[src/rtl/dmp_pkg.sv]
package dmp_pkg;

  typedef logic [1:0] ring_t;

  localparam ring_t RING_A = 2'b00;
  localparam ring_t RING_B = 2'b01;
  localparam ring_t RING_C = 2'b11;
  localparam ring_t RING_D = 2'b10;

  // Next twisted-ring state: the low bit takes the inverted high bit, the
  // high bit takes the low bit, except that from RING_C with long_mode low
  // the counter returns straight to RING_A (three-state cycle).
  function automatic ring_t ring_next(input ring_t cur, input logic long_mode);
    ring_t nx;
    nx[1] = cur[0] & (long_mode | ~cur[1]);
    nx[0] = ~cur[1];
    return nx;
  endfunction

  // Input clocks per output period for a quarter counter of width w.
  function automatic int period_len(input logic long_sel, input int w);
    return 4 * (2 ** w) - (long_sel ? 0 : 1);
  endfunction

endpackage

[src/rtl/ring_stage.sv]
module ring_stage
  import dmp_pkg::*;
(
  input  logic clk,
  input  logic rst_n,
  input  logic long_mode,
  output logic wrap
);

  ring_t st;

  always_ff @(posedge clk or negedge rst_n) begin
    if (!rst_n) st <= RING_A;
    else        st <= ring_next(st, long_mode);
  end

  assign wrap = (st == RING_D) | ((st == RING_C) & ~long_mode);

  // short and long exits from the third ring state
  a_r4_ring_short: assert property (@(posedge clk) disable iff (!rst_n)
    (st == RING_C && !long_mode) |=> (st == RING_A));
  a_r4_ring_long: assert property (@(posedge clk) disable iff (!rst_n)
    (st == RING_C && long_mode) |=> (st == RING_D));
  a_r4_ring_start: assert property (@(posedge clk) disable iff (!rst_n)
    (st == RING_A) |=> (st == RING_B));

endmodule

[src/rtl/quarter_stage.sv]
module quarter_stage #(
  parameter int W = 2
) (
  input  logic         clk,
  input  logic         rst_n,
  input  logic         step,
  output logic [W-1:0] cnt,
  output logic         at_last
);

  localparam logic [W-1:0] ONE = W'(1);

  always_ff @(posedge clk or negedge rst_n) begin
    if (!rst_n)    cnt <= '0;
    else if (step) cnt <= cnt + ONE;
  end

  assign at_last = &cnt;

  // the second stage moves only when the ring stage wraps
  a_r4_quarter_hold: assert property (@(posedge clk) disable iff (!rst_n)
    !step |=> $stable(cnt));
  a_r4_quarter_step: assert property (@(posedge clk) disable iff (!rst_n)
    step |=> (cnt == $past(cnt) + ONE));

endmodule

[src/rtl/mod_gate.sv]
module mod_gate #(
  parameter int W = 2
) (
  input  logic         clk,
  input  logic         rst_n,
  input  logic         mod_sel,
  input  logic         step,
  input  logic [W-1:0] cnt,
  input  logic         at_last,
  output logic         long_mode
);

  localparam logic [W-1:0] PRE_SLOT = W'((2 ** W) - 2);

  logic sel_held;
  logic load;

  assign load = step & (cnt == PRE_SLOT);

  always_ff @(posedge clk or negedge rst_n) begin
    if (!rst_n)    sel_held <= 1'b0;
    else if (load) sel_held <= mod_sel;
  end

  assign long_mode = sel_held | ~at_last;

  // the select is captured only when entering the slot state
  a_r6_sel_hold: assert property (@(posedge clk) disable iff (!rst_n)
    !load |=> $stable(sel_held));
  a_r6_sel_load: assert property (@(posedge clk) disable iff (!rst_n)
    load |=> (sel_held == $past(mod_sel)));

endmodule

[src/rtl/dual_mod_prescaler.sv]
module dual_mod_prescaler
  import dmp_pkg::*;
#(
  parameter int SEC_W = 2
) (
  input  logic clk,
  input  logic rst_n,
  input  logic mod_sel,
  output logic div_out,
  output logic term_pulse
);

  localparam int LEN_SHORT = period_len(1'b0, SEC_W);
  localparam int LEN_LONG  = period_len(1'b1, SEC_W);
  localparam int CW        = $clog2(LEN_LONG + 1);

  logic             long_mode;
  logic             ring_wrap;
  logic [SEC_W-1:0] qcnt;
  logic             q_last;

  ring_stage u_ring (
    .clk       (clk),
    .rst_n     (rst_n),
    .long_mode (long_mode),
    .wrap      (ring_wrap)
  );

  quarter_stage #(.W(SEC_W)) u_quarter (
    .clk     (clk),
    .rst_n   (rst_n),
    .step    (ring_wrap),
    .cnt     (qcnt),
    .at_last (q_last)
  );

  mod_gate #(.W(SEC_W)) u_gate (
    .clk       (clk),
    .rst_n     (rst_n),
    .mod_sel   (mod_sel),
    .step      (ring_wrap),
    .cnt       (qcnt),
    .at_last   (q_last),
    .long_mode (long_mode)
  );

  assign div_out    = qcnt[SEC_W-1];
  assign term_pulse = ring_wrap & q_last;

  // Checker state: input clocks since the last terminal pulse
  logic [CW-1:0] chk_cnt;
  always_ff @(posedge clk or negedge rst_n) begin
    if (!rst_n)          chk_cnt <= '0;
    else if (term_pulse) chk_cnt <= '0;
    else                 chk_cnt <= chk_cnt + CW'(1);
  end

  // every period is one of the two legal lengths
  a_r3_period_len: assert property (@(posedge clk) disable iff (!rst_n)
    term_pulse |-> ((chk_cnt == CW'(LEN_SHORT - 1)) || (chk_cnt == CW'(LEN_LONG - 1))));
  // the terminal pulse never lasts two cycles
  a_r5_pulse_single: assert property (@(posedge clk) disable iff (!rst_n)
    term_pulse |=> !term_pulse);
  // outputs idle under reset
  always @(posedge clk) begin
    if (!rst_n) begin
      a_r1_reset_idle: assert (!div_out && !term_pulse);
    end
  end

endmodule

[config.mk]
export PLATFORM = sky130hd
export DESIGN_NAME = dual_mod_prescaler
export DESIGN_NICKNAME = d
export VERILOG_FILES = /design/src/rtl/dmp_pkg.sv /design/src/rtl/ring_stage.sv /design/src/rtl/quarter_stage.sv /design/src/rtl/mod_gate.sv /design/src/rtl/dual_mod_prescaler.sv
export SDC_FILE = /design/constraint.sdc
export NUM_CORES = 1
export LEC_CHECK = 0
export CAP_MARGIN = 20
export CORE_AREA = 2 2 39 41
export CTS_BUF_LIST = sky130_fd_sc_hd__clkbuf_4 sky130_fd_sc_hd__clkbuf_8
export DETAILED_ROUTE_END_ITERATION = 8
export DIE_AREA = 0 0 41 43
export GPL_TIMING_DRIVEN = 0
export PLACE_DENSITY = 0.37
export SLEW_MARGIN = 20
export SYNTH_ARGS = -nofsm -noshare
export SYNTH_HDL_FRONTEND = slang
export SYNTH_SLANG_ARGS = --single-unit
[constraint.sdc]
create_clock -name clk -period 1.5 [get_ports clk]
set_input_delay 0.375 -clock clk [delete_from_list [all_inputs] [get_ports clk]]
set_output_delay 0.375 -clock clk [all_outputs]
set_load 0.02 [all_outputs]
# Yosys cells after proc, flatten, opt, wreduce, memory -nomap -nowiden
# Cells that the tools add are included.
[totals]
reg_bits = 5
output_inout_bits = 2
wordCells = 18
[op_classes]
eq_ne = 3
reduce_logical = 1
n_addsub = 1
n_bitwise = 10
[op_table]
columns = ["op", "n"]
rows = [
  ["$eq 2x2->1 const B", 3],
  ["$and 1x1->1", 4],
  ["$not 1->1", 3],
  ["$or 1x1->1", 3],
  ["$add 2x1->2 const B", 1],
  ["$reduce_and 2->1", 1],
]

# Depth between registers and ports, before layout
[depth]
depth_word = 7
mapped_depth = 5

# Hierarchy
# A second synthesis with hierarchy kept.
[unflattened]
hier_cells = 15
hier_area_um2 = 225.2
[modules_own_cells]
columns = ["mod", "cells_per_inst", "instances", "area_each_um2", "seq_area_each_um2"]
rows = [
  ["quarter_stage", 5, 1, 86.3, 50.0],
  ["mod_gate", 4, 1, 66.3, 25.0],
  ["ring_stage", 5, 1, 66.3, 50.0],
  ["dual_mod_prescaler", 1, 1, 6.3, 0.0],
]

# Worst setup path after synthesis
# No wires, ideal clock.
[synth_path]
path_kind = "register to output"
startpoint = "reg u_quarter.cnt[1]"
endpoint = "out term_pulse"
setup_slack_ns = -0.046
stages_incl_launch_ff = 4
required_ns = 1.125
arrival_time_ns = 1.171
cell_sequence = "dfrtp_1 ha_1 nand2_1 a21oi_1"
[synth_via]
elab_chain_cells = 7
[synth_lines]
columns = ["item", "line", "rtl"]
rows = [
  ["start, declared", "quarter_stage.sv:7", "output logic [W-1:0] cnt,"],
  ["start signal, assigned", "quarter_stage.sv:15", "else if (step) cnt <= cnt + ONE;"],
  ["$reduce_and 2->1 *", "quarter_stage.sv:18", "assign at_last = &cnt;"],
  ["$not 1->1", "mod_gate.sv:25", "assign long_mode = sel_held | ~at_last;"],
  ["$or 1x1->1", "mod_gate.sv:25", ""],
  ["$not 1->1", "ring_stage.sv:17", "assign wrap = (st == RING_D) | ((st == RING_C) & ~long_mode);"],
  ["$and 1x1->1", "ring_stage.sv:17", ""],
  ["$or 1x1->1", "ring_stage.sv:17", ""],
  ["$and 1x1->1 *", "dual_mod_prescaler.sv:48", "assign term_pulse = ring_wrap & q_last;"],
  ["end, declared", "dual_mod_prescaler.sv:10", "output logic term_pulse"],
]
# Mark *: on every way between the ends. The rest lies on a longest branch, timed or not.

# Final worst setup path
# Same ends and word-level chain as after synthesis.

==> results.cfg <==
[sta]
period_share = 0.987
finalHoldViolations = 0
slew_headroom = 0.842
finalSetupTns_ns = 0
min_period_ns = 1.48
rsz0062_at_grt = true
slew_viol_final = 0
worst_slew_pin_slew_ns = 0.237
fmax_ghz = 0.675
setup_viol = 0
clock-skew-final_ns = 0.00483
holdWs_ns = 0.357

[routing]
via_count = 179
ant_nets = 0
routedWlPerCell_um = 9.37
drc = 0
drt-total-wl_um = 459
first_iter_violations = 1
via_per_inst = 3.65
firstDrtPassIters = 2

[cells_and_area]
fin_util = 0.275
ff_latch_area_um2 = 126
drive_gt1_frac = 0.424
fin_area_um2 = 380
diodes = 0
fin_nets = 39
multi_input_area_um2 = 133
areaGrowthSynthToFinish_pct = 52.8
nFillCells = 146

[floorplan]
die-area_um2 = 1760
initial_core_util = 0.180
rows = 14
core_um2 = 1380
die_w_um = 41
ioPinCount = 5
die-height_um = 43

[synthesis]
mappedNetlistNets = 28
synth-edff-count = 0
synth.avg_cell_area_um2 = 10.8
yosys.area_share.adder = 0.101
synth_area_um2 = 249
ys.flop_type = dfrtp_1
synthMuxAreaShare = 0.0402
synth_top_area_share = 0.503
synth_compound_area_frac = 0.146
yosysMostFrequentCell = dfrtp_1
synth_common_cells = dfrtp_1, inv_1
ys_ff_latch = 5
async_flop_share = 1.00
synthDistinctLibCells = 13
synth-simple-area-share = 0.116
syn_inst = 23
netlist.top_cell.by_area = dfrtp_1
synth_area_leaders = dfrtp_1, ha_1, a21oi_4
synth_xor_area_frac = 0.0352
synth_top_family_by_area = compound AO/OA/AOI/OAI gates
yosys_warnings = 0
synth.yosys.seq_area_share = 0.503

[placement]
hpwl_um = 325
io_buffer_count = 4
placed_area_um2 = 313
place_congestion = 0.627

[worst_setup_path]
crit_path_start_kind = flip-flop
cp_data_required_time_ns = 1.12
end_kind = output pin
rr_worst_depth = 4
r2r-end = u_quarter.cnt[1]
reg2reg_from = u_quarter.cnt[1]
arrival_ns = 1.11
path_max_fanout = 3
path_class = flip-flop to output pin
regToRegSetupSlack_ns = 0.44

[power]
combPwrFrac = 0.468
p_total_mw = 0.896
p_int_mw = 0.553
peakVddDrop_v = 0.000820
p_leak_nw = 0.173
p_sw_frac = 0.383
p_clk_frac = 0.194
power_density_nw_per_um2 = 2350
switchingPower_mw = 0.343
seqPwrFrac = 0.338

[clock_tree]
clkTransAtPathRegs_ns = 0.05
clk_path_buf_depth = 2
clock_sinks = 5
cts-buffers-inserted = 3
cts_tree = yes
cts-root-buf = clkbuf_4
clk_latency_ns = 0.24
holdBufCountCts = 0
cts-htree-levels = 1

[global_routing]
grt_pass1_vias = 172
overflow = 0
antenna_found_initial = 0
grt_usage = 0.0755
grt_max_degree = 6
grt_pass1_wl_um = 717

[flow_run]
max_cap_viol_count = 0

[outcome]
status = completed

[hold_path]
hold_class = input pin to asynchronous set/reset pin
## area by class of cell
| type | instances | area share |
|---|---|---|
| multi-input combinational | 14 | 0.349 |
| sequential | 5 | 0.332 |
| timing repair buffer | 6 | 0.148 |
| clock buffer | 4 | 0.0789 |
| tap | 16 | 0.0526 |
| inverter | 4 | 0.0395 |
## through the flow
stage	setup slack [ns]	cells
floorplan	0.0650	23
global placement	-0.327	43
detailed placement	-0.329	43
CTS	-0.0510	47
global route	-0.0370	49
finish	0.0194	49
## power groups by stage
stage	Clock [mW]	Combinational, mW	Sequential, mW
after floorplan	0	0.248	0.287
after global placement	0	0.352	0.284
after detailed placement	0	0.351	0.286
after CTS	0.183	0.359	0.302
after global routing	0.190	0.464	0.318
final	0.173	0.419	0.303
## sequential cells by signal, indices dropped and copies added, names as in the netlist
| register | cells |
|---|---|
| u_gate.sel_held | 1 |
| u_ring.st | 2 |
| u_quarter.cnt | 2 |
## layout by cell type, fill, tap and decap left out, types with 2 or more instances in the layout
cell / instances
clkbuf_4: 4
dfrtp_1: 4
inv_1: 3
nor2_1: 2
o21ai_1: 2
clkdlybuf4s50_1: 2
buf_4: 2
## timing repair
action | CTS | global route
endpoints found under the setup margin | 2 | 1
buffers inserted | 0 | 2
resized for setup | 9 | 4
pin swaps | 1 | 1
## worst max-delay path: stages (launching register included)
cell and delay (ns):
dfrtp_2 0.39, ha_4 0.18, nand2_4 0.06, a21oi_2 0.11, buf_6 0.13
## cell families (layout without fill, tap and decap cells)
logic type / after synthesis / after routing
AO/OA/AOI/OAI: 5 / 5
flip-flops: 5 / 5
AND/OR/NAND/NOR: 5 / 5
buffers and inverters: 4 / 14
adder cells (fa/ha/maj): 2 / 2
XOR/XNOR: 1 / 1
multiplexers: 1 / 1
## routing by layer
layer | wire length, µm | global-route usage
met1 | 216 | 0.0779
met2 | 216 | 0.0844
met3 | 26 | 0.0785
met4 | 0 | 0.0600
met5 | 0 | 0
## worst max path at each step
| stage | from | endpoint | slack (ns) | cells past startpoint |
|---|---|---|---|---|
| after floorplan | u_quarter.cnt[1] | term_pulse | 0.07 | 3 |
| after global placement | u_quarter.cnt[1] | term_pulse | -0.33 | 4 |
| after detailed placement | u_quarter.cnt[1] | term_pulse | -0.33 | 4 |
| after CTS | u_quarter.cnt[1] | term_pulse | -0.05 | 4 |
| after global routing | u_quarter.cnt[1] | term_pulse | -0.04 | 4 |
| final | u_quarter.cnt[1] | term_pulse | 0.02 | 4 |
Power figures use the tool's default switching activity.
